**src/rtl/wiper_pkg.sv**
```systemverilog
package wiper_pkg;
    typedef enum logic [1:0] {
        ST_RECALL  = 2'd0,
        ST_STANDBY = 2'd1,
        ST_ACTIVE  = 2'd2,
        ST_STORE   = 2'd3
    } wstate_e;
endpackage

```
**src/rtl/sync_bank.sv**
```systemverilog
module sync_bank #(
    parameter int N = 3,
    parameter logic [N-1:0] RST_VAL = '0
) (
    input  logic         clk,
    input  logic         rst_n,
    input  logic [N-1:0] din,
    output logic [N-1:0] dout
);
    genvar i;
    generate
        for (i = 0; i < N; i++) begin : g_bit
            logic meta_q;
            logic stab_q;
            always_ff @(posedge clk or negedge rst_n) begin
                if (!rst_n) begin
                    meta_q <= RST_VAL[i];
                    stab_q <= RST_VAL[i];
                end else begin
                    meta_q <= din[i];
                    stab_q <= meta_q;
                end
            end
            assign dout[i] = stab_q;
        end
    endgenerate
endmodule

```
**src/rtl/pos_counter.sv**
```systemverilog
module pos_counter #(
    parameter int PW = 5
) (
    input  logic          clk,
    input  logic          rst_n,
    input  logic          load,
    input  logic [PW-1:0] load_val,
    input  logic          en,
    input  logic          up,
    output logic [PW-1:0] pos
);
    localparam logic [PW-1:0] MAX = {PW{1'b1}};

    always_ff @(posedge clk or negedge rst_n) begin
        if (!rst_n) begin
            pos <= '0;
        end else if (load) begin
            pos <= load_val;
        end else if (en) begin
            if (up && pos != MAX)
                pos <= pos + 1'b1;
            else if (!up && pos != '0)
                pos <= pos - 1'b1;
        end
    end

    // stops at the top end
    a_r4_sat_top: assert property (@(posedge clk) disable iff (!rst_n)
        (pos == MAX && en && up && !load) |=> (pos == MAX));
    // stops at the bottom end
    a_r4_sat_bottom: assert property (@(posedge clk) disable iff (!rst_n)
        (pos == '0 && en && !up && !load) |=> (pos == '0));
endmodule

```
**src/rtl/tap_decoder.sv**
```systemverilog
module tap_decoder #(
    parameter int TAPS = 32,
    parameter int PW   = 5
) (
    input  logic [PW-1:0]   pos,
    output logic [TAPS-1:0] tap
);
    genvar i;
    generate
        for (i = 0; i < TAPS; i++) begin : g_tap
            assign tap[i] = (pos == PW'(i));
        end
    endgenerate
endmodule

```
**src/rtl/wiper_ctrl.sv**
```systemverilog
module wiper_ctrl
    import wiper_pkg::*;
#(
    parameter int TAPS         = 32,
    parameter int STORE_CYCLES = 1000,
    parameter int DEFAULT_POS  = 15
) (
    input  logic            clk,
    input  logic            cold_rst_n,
    input  logic            warm_rst_n,
    input  logic            sel_n,
    input  logic            dir_up,
    input  logic            step_n,
    output logic [TAPS-1:0] tap_sel,
    output logic [4:0]      position,
    output logic            busy,
    output logic            standby
);
    localparam int PW = $clog2(TAPS);
    localparam int CW = $clog2(STORE_CYCLES + 1);
    localparam logic [CW-1:0] CNT_LAST = CW'(STORE_CYCLES - 1);

    logic          rst_n;
    logic [2:0]    sync_q;
    logic          sel_lvl, dir_lvl, step_lvl, step_prev, step_fall;
    wstate_e       state_q, state_d;
    logic [CW-1:0] store_cnt;
    logic          cnt_en, cnt_load, nv_we;
    logic [PW-1:0] nv_q, pos_q;

    assign rst_n = cold_rst_n & warm_rst_n;

    sync_bank #(.N(3), .RST_VAL(3'b101)) u_sync (
        .clk  (clk),
        .rst_n(rst_n),
        .din  ({sel_n, dir_up, step_n}),
        .dout (sync_q)
    );
    assign sel_lvl  = sync_q[2];
    assign dir_lvl  = sync_q[1];
    assign step_lvl = sync_q[0];

    always_ff @(posedge clk or negedge rst_n) begin
        if (!rst_n) step_prev <= 1'b1;
        else        step_prev <= step_lvl;
    end
    assign step_fall = step_prev & ~step_lvl;

    // state register
    always_ff @(posedge clk or negedge rst_n) begin
        if (!rst_n) begin
            state_q   <= ST_RECALL;
            store_cnt <= '0;
        end else begin
            state_q   <= state_d;
            store_cnt <= (state_q == ST_STORE) ? store_cnt + 1'b1 : '0;
        end
    end

    always_comb begin
        state_d = state_q;
        unique case (state_q)
            ST_RECALL:  state_d = ST_STANDBY;
            ST_STANDBY: if (!sel_lvl) state_d = ST_ACTIVE;
            ST_ACTIVE:  if (sel_lvl)  state_d = step_lvl ? ST_STORE : ST_STANDBY;
            ST_STORE:   if (store_cnt == CNT_LAST) state_d = ST_STANDBY;
            default:    state_d = ST_RECALL;
        endcase
    end

    // outputs
    always_comb begin
        cnt_load = (state_q == ST_RECALL);
        cnt_en   = (state_q == ST_ACTIVE) && !sel_lvl && step_fall;
        nv_we    = (state_q == ST_ACTIVE) && sel_lvl && step_lvl;
        busy     = (state_q == ST_STORE);
        standby  = (state_q == ST_STANDBY);
    end

    // persistent copy: only cold reset clears it
    always_ff @(posedge clk or negedge cold_rst_n) begin
        if (!cold_rst_n)  nv_q <= PW'(DEFAULT_POS);
        else if (nv_we)   nv_q <= pos_q;
    end

    pos_counter #(.PW(PW)) u_cnt (
        .clk     (clk),
        .rst_n   (rst_n),
        .load    (cnt_load),
        .load_val(nv_q),
        .en      (cnt_en),
        .up      (dir_lvl),
        .pos     (pos_q)
    );

    tap_decoder #(.TAPS(TAPS), .PW(PW)) u_dec (
        .pos(pos_q),
        .tap(tap_sel)
    );

    assign position = 5'(pos_q);

    // busy run-length tracker for the store window check
    logic [CW-1:0] busy_run;
    always_ff @(posedge clk or negedge rst_n) begin
        if (!rst_n)    busy_run <= '0;
        else if (busy) busy_run <= busy_run + 1'b1;
        else           busy_run <= '0;
    end


    a_r3_onehot: assert property (@(posedge clk) disable iff (!rst_n)
        ($countones(tap_sel) == 1) && tap_sel[pos_q]);

    a_r5_hold_idle: assert property (@(posedge clk) disable iff (!rst_n)
        (state_q == ST_STANDBY || state_q == ST_STORE) |=> $stable(pos_q));

    a_r6_store_copy: assert property (@(posedge clk) disable iff (!rst_n)
        $rose(busy) |-> (nv_q == pos_q));

    a_r6_busy_len: assert property (@(posedge clk) disable iff (!rst_n)
        $fell(busy) |-> (busy_run == CW'(STORE_CYCLES)));

    a_r7_no_store: assert property (@(posedge clk) disable iff (!rst_n)
        (state_q == ST_ACTIVE && sel_lvl && !step_lvl) |=> ($stable(nv_q) && standby));
endmodule

```
**config.mk**
```make
export PLATFORM = sky130hd
export DESIGN_NAME = wiper_ctrl
export DESIGN_NICKNAME = d
export VERILOG_FILES = /design/src/rtl/wiper_pkg.sv /design/src/rtl/sync_bank.sv /design/src/rtl/pos_counter.sv /design/src/rtl/tap_decoder.sv /design/src/rtl/wiper_ctrl.sv
export SDC_FILE = /design/constraint.sdc
export NUM_CORES = 1
export LEC_CHECK = 0
export BUFFER_PORTS_ARGS = -buffer_cell sky130_fd_sc_hd__buf_2
export CORE_MARGIN = 5
export CORE_UTILIZATION = 50
export CTS_BUF_LIST = sky130_fd_sc_hd__clkbuf_4 sky130_fd_sc_hd__clkbuf_8
export DETAILED_ROUTE_END_ITERATION = 10
export PLACE_DENSITY = 0.77
export SLEW_MARGIN = 20
export SYNTH_ARGS = -nofsm -noshare
export SYNTH_HDL_FRONTEND = slang
export SYNTH_SLANG_ARGS = --single-unit
```
**constraint.sdc**
```tcl
create_clock -name clk -period 4.9 [get_ports clk]
set_input_delay 0.245 -clock clk [delete_from_list [all_inputs] [get_ports clk]]
set_output_delay 0.245 -clock clk [all_outputs]
set_load 0.05 [all_outputs]
```
Yosys cells after proc, flatten, opt, wreduce, memory -nomap -nowiden
Cells that the tools add are included.
{ "classes": {"add_sub_neg": 3, "n_eq_ne": 39, "mux": 10, "bitwise": 3, "n_reduce_logical": 15} }
{ "ops": {"columns": ["cell", "count"], "rows": [
  ["$eq 5x5->1 const B", 16],
  ["$eq 5x4->1 const B", 8],
  ["$eq 5x3->1 const B", 4],
  ["$mux 5", 4],
  ["$add 10x1->10 const B", 1],
  ["$eq 10x10->1 const B", 1],
  ["$eq 5x2->1 const B", 2],
  ["$mux 10", 1],
  ["$mux 2", 4],
  ["$pmux 2 s4", 1],
  ["$logic_and 1x1->1", 6],
  ["$add 5x1->5 const B", 1],
  ["$eq 5x1->1 const B", 1],
  ["$logic_not 5->1", 1],
  ["$ne 5x5->1 const B", 1],
  ["$reduce_bool 5->1", 1],
  ["$sub 5x1->5 const B", 1],
  ["$eq 2x2->1 const B", 2],
  ["$ne 2x1->1 const B", 2],
  ["$reduce_and 3->1", 1],
  ["$reduce_bool 3->1", 1],
  ["$and 1x1->1", 2],
  ["$eq 2x1->1 const B", 1],
  ["$logic_not 1->1", 2],
  ["5 further kinds", 5]
]} }
{ "word_totals": {"ff_bits": 29, "output_inout_bits": 39, "elab_cells": 81} }

Depth between registers and ports, before layout
{ "logic_depth": {"ltp_word": 6, "ltp_mapped": 7} }

Hierarchy
A second synthesis with hierarchy kept.
{ "unflattened": {"hier_cells": 180, "hier_area_um2": 1720.4} }
{ "modules_own_cells": {"columns": ["mod", "instances", "cells_each", "area_per_inst_um2", "seq_area_each_um2"], "rows": [
  ["wiper_ctrl", 1, 76, 887.1, 456.7],
  ["pos_counter", 1, 48, 434.2, 125.1],
  ["tap_decoder", 1, 47, 221.5, 0.0],
  ["sync_bank", 1, 9, 177.7, 155.1]
]} }

Least setup slack after synthesis
Ideal clock, no wire load.
{ "synth_timing": {"path_type": "reg2reg", "startpoint": "reg u_cnt.pos[1]", "endpoint": "reg u_cnt.pos[2]", "setup_time_ps": 82, "t_arrival_ps": 2408, "t_required_ps": 4818, "path_slack_ps": 2410, "path_stages_with_launch": 8, "path_cell_list": "dfrtp_1 ha_1 and3_1 ha_1 nor2b_1 mux2i_1 or3_1 a31oi_1"} }
{ "synth_via": {"elab_chain_len": 5, "elab_cells_between_ends": 12} }
{ "synth_rtl": {"columns": ["element", "line_no", "rtl"], "rows": [
  ["from (decl)", "pos_counter.sv:10", "output logic [PW-1:0] pos"],
  ["from (signal assigned)", "pos_counter.sv:18", "pos <= load_val;"],
  ["from (signal assigned)", "pos_counter.sv:21", "pos <= pos + 1'b1;"],
  ["from (signal assigned)", "pos_counter.sv:23", "pos <= pos - 1'b1;"],
  ["$sub 5x1->5 / $ne 5x5->1 (equally long branches)", "pos_counter.sv:23, pos_counter.sv:20", null],
  ["$mux 5 / $logic_and 1x1->1 (equally long branches)", "pos_counter.sv:22, pos_counter.sv:20", null],
  ["$mux 5", "pos_counter.sv:20", "if (up && pos != MAX)"],
  ["$mux 5", "pos_counter.sv:19", "end else if (en) begin"],
  ["$mux 5", "pos_counter.sv:17", "end else if (load) begin"]
]} }
Several ways; a longest one is shown, not always the timed one. The select of a mux whose other input is x is not followed.
A chain may end at the register's enable or synchronous reset.

Worst setup path after layout
{ "layout_timing": {"startpoint": "reg u_cnt.pos[0]", "endpoint": "reg u_cnt.pos[3]"} }
The elaborated chain is that of the path after synthesis.

==> summary.md <==
| Metric | Value |
|---|---|
| Outcome | completed |
| First drt pass iteration count | 4 |
| Combinational power share | 0.498 |
| Clk buf depth | 2 |
| Pre-CTS WS | between 2000 and 3000 ps |
| Setup crit start | u_cnt.pos[0] |
| Sequential share of power | 0.341 |
| TritonCTS Buffers | 5 |
| Area Growth Syn to Fin | 20.57% |
| Diode count | 0 |
| Top area cells in the synthesized netlist | dfrtp_1, dfstp_2, ha_1, nor2_1, nand2_1 |
| # port buffers | 44 |
| Max Slew Vio Count | 0 |
| Peak fanout along the critical path | 6 |
| Clock Tree Root | clkbuf_4 |
| Initial DRC count | 38 |
| Largest stage delay on the critical path | 450 ps |
| WL final | 3388 um |
| Max-slew headroom | 0.6291 |
| Die H | between 60 and 70 um |
| Wire length per cell | around 13 um |
| Cell area after synthesis | 1637 um2 |
| TritonCTS clock tree | yes |
| R2R depth | 7 |
| Critical Path, Cell by Cell | ha_1 -> and3_1 -> ha_1 -> nand2b_1 -> mux2i_1 -> or3_1 -> a31oi_1 |
| Largest net degree at the start of global routing | 25 |
| Tcrit/Tclk final | 0.4194 |
| Layout cells sized above 1 | 0.3018 |
| # clock sinks | 29 |
| RSZ-0062 raised after global routing | no |
| Delay-heaviest family, CP | simple AND/OR/NAND/NOR gates |
| Req. time, crit path | ~5200 ps |
| Syn Area/Cell | approximately 9.5 um2 |
| Slowest stage cell on the critical path | dfrtp_1 |
| Commonest cells post-synth | nor2_1, dfrtp_1, nand2_1 |
| Core area | 3103 um2 |
| Min-delay worst type | in -> async |
| Mapped Nets | 191 |
| Vias post-DR | 1321 |
| Layout Utilization | 0.6359 |
| Die width | 67.21 um |
| Critical Path Sink Type | register |
| Synth Flop Type | dfrtp_1 |
| H-tree depth | 2 |
| GPL Wtd Cong | 0.8583 |
| Max Clock Skew | 15.47 ps |
| Global-route wire length before repair | between 5000 and 6000 um |
| Sequential area share after synthesis | 0.4503 |
| Levels on crit path | 7 |
| Cells after Synth | 173 |
| CP endpoint | u_cnt.pos[3] |
| Least-Margin Pin Slew | 556.4 ps |
| Final hold vios | 0 |
| Initial antenna violation count | 0 |
| P_leak | 0.0009992 uW |
| Min Hold Slack | ~9.5 ps |
| Fraction of registers with async set/reset | 1.000 |
| Antenna viol nets, final | 0 |
| CP Class | reg -> reg |
| Worst path arrival time | 2310 ps |
| Die Area | 4517 um2 |
| Clock power frac | 0.162 |
| Period minus WS final | 2055 ps |
| Yosys top cell by area | dfrtp_1 |
| Gr usage total | 0.1618 |
| Remaining DRCs | 0 |
| Dominant cell by count in the synthesized netlist | nor2_1 |
| Sw frac | 0.4904 |
| Switching pwr | 487.8 uW |
| Yosys Warn Count | 0 |
| Cell Int Power | approximately 510 uW |
| Final setup TNS | 0 ps |
| Hold-fix buffers at CTS | 1 |
| Yosys cell types | 34 |
| Setup bufs post-CTS | 0 |
| Vias in the first global route | about 1200 |
| Placed inst area | 1886 um2 |
| WP buf/inv | 0 |
| Max Clock Freq | 486.6 MHz |
| Worst-path clk slew | about 100 ps |
| Clock Latency Late Sink | 330 ps |
| Starting Density | 0.5274 |
| Setup violations, final | 0 |
| CP most frequent cell | ha_1 |
| DP HPWL | roughly 2600 um |
| Number of synthesized flops with an enable pin | 0 |
| Post-CTS sizing | 0 |
| Reg-to-reg setup timing slack | 2840 ps |
| Power per cell area | 504.1 nW/um2 |
| # Max-Cap Violations | 0 |
| Finished Cell Area | 1973 um2 |
| Peak supply drop | 0.3044 mV |
| Reg2reg start | u_cnt.pos[0] |
| # rows | 20 |
| Share of the synthesized area in the top cell type | 0.3058 |
| IO Count | between 40 and 50 |
| Worst setup margin | 2845 ps |
| Worst r2r dst | u_cnt.pos[3] |
| Total grt overflow | 0 |
| Drt via density | 4.966 |
| Startpoint types | register |
| Layout Nets | 239 |
| Synth Register Bits | 29 |
power groups by stage:
stage	Sequential, uW	Combinational, uW	Clock, uW
after CTS	338	497	166
after detailed placement	343	496	0
after global placement	340	493	0
after floorplan	377	374	0
after global routing	347	541	179
final	339	495	161
flip-flops by register name, indices dropped and copies added (netlist names):
signal               count
nv_q                     5
state_q                  2
step_prev                1
store_cnt               10
u_cnt.pos                5
u_sync.g_bit.meta_q      3
u_sync.g_bit.stab_q      3
metrics by stage:
| stage | cells | total power (uW) |
|---|---|---|
| CTS | 265 | 1001 |
| finish | 266 | 994.7 |
| global route | 266 | 1067 |
| global placement | 256 | 832.5 |
| detailed placement | 256 | 838.6 |
| floorplan | 173 | 751.0 |
cell families (layout without fill, tap and decap cells):
group,after synthesis,count (layout),share of synthesized area
buffers and inverters,11,60,0.02981
flip-flops,29,29,0.4503
AO/OA/AOI/OAI,19,19,0.08716
multiplexers,7,7,0.04434
adder cells (fa/ha/maj),12,12,0.09174
XOR/XNOR,8,8,0.04281
AND/OR/NAND/NOR,87,87,0.2538
cell usage in the layout, fill, tap and decap left out, drive strengths merged, types with 3 or more instances in the layout:
cell type  netlist  routed
and2             8       8
buf              1      44
clkbuf           4       8
dfrtp           20      20
dfstp            9       9
ha              12      12
inv              6       6
mux2i            5       5
nand2           20      20
nand2b           3       3
nand3            4       4
nor2            32      32
nor2b            3       3
nor3             4       4
o21ai           10      10
or3              5       5
xnor2            4       4
xor2             4       4
layer usage:
layer	global-route usage	vias up	share of wire
met1	0.2096	601	0.48
li1	-	671	-
met4	0.05316	0	0.010
met3	0.04992	4	0.082
met2	0.2577	45	0.43
met5	0	-	0
how the worst min path moves through the flow:
stage,endpoint,cells past startpoint
after CTS,u_sync.g_bit[0].meta_q,1
after detailed placement,nv_q[4],1
after global routing,u_sync.g_bit[2].meta_q,1
after floorplan,nv_q[4],0
final,u_cnt.pos[1],2
after global placement,nv_q[4],1
layout make-up:
| cell class | instances | area, um2 |
|---|---|---|
| fillers | 287 | 1130 |
| multi-input cells | 133 | 852.1 |
| flip-flops and latches | 29 | 737.0 |
| repair buffers | 46 | 240.2 |
| clock buffers | 8 | 66.31 |
| well taps | 44 | 55.05 |
| inverters | 6 | 22.52 |
(Power assumes the default switching activity.)
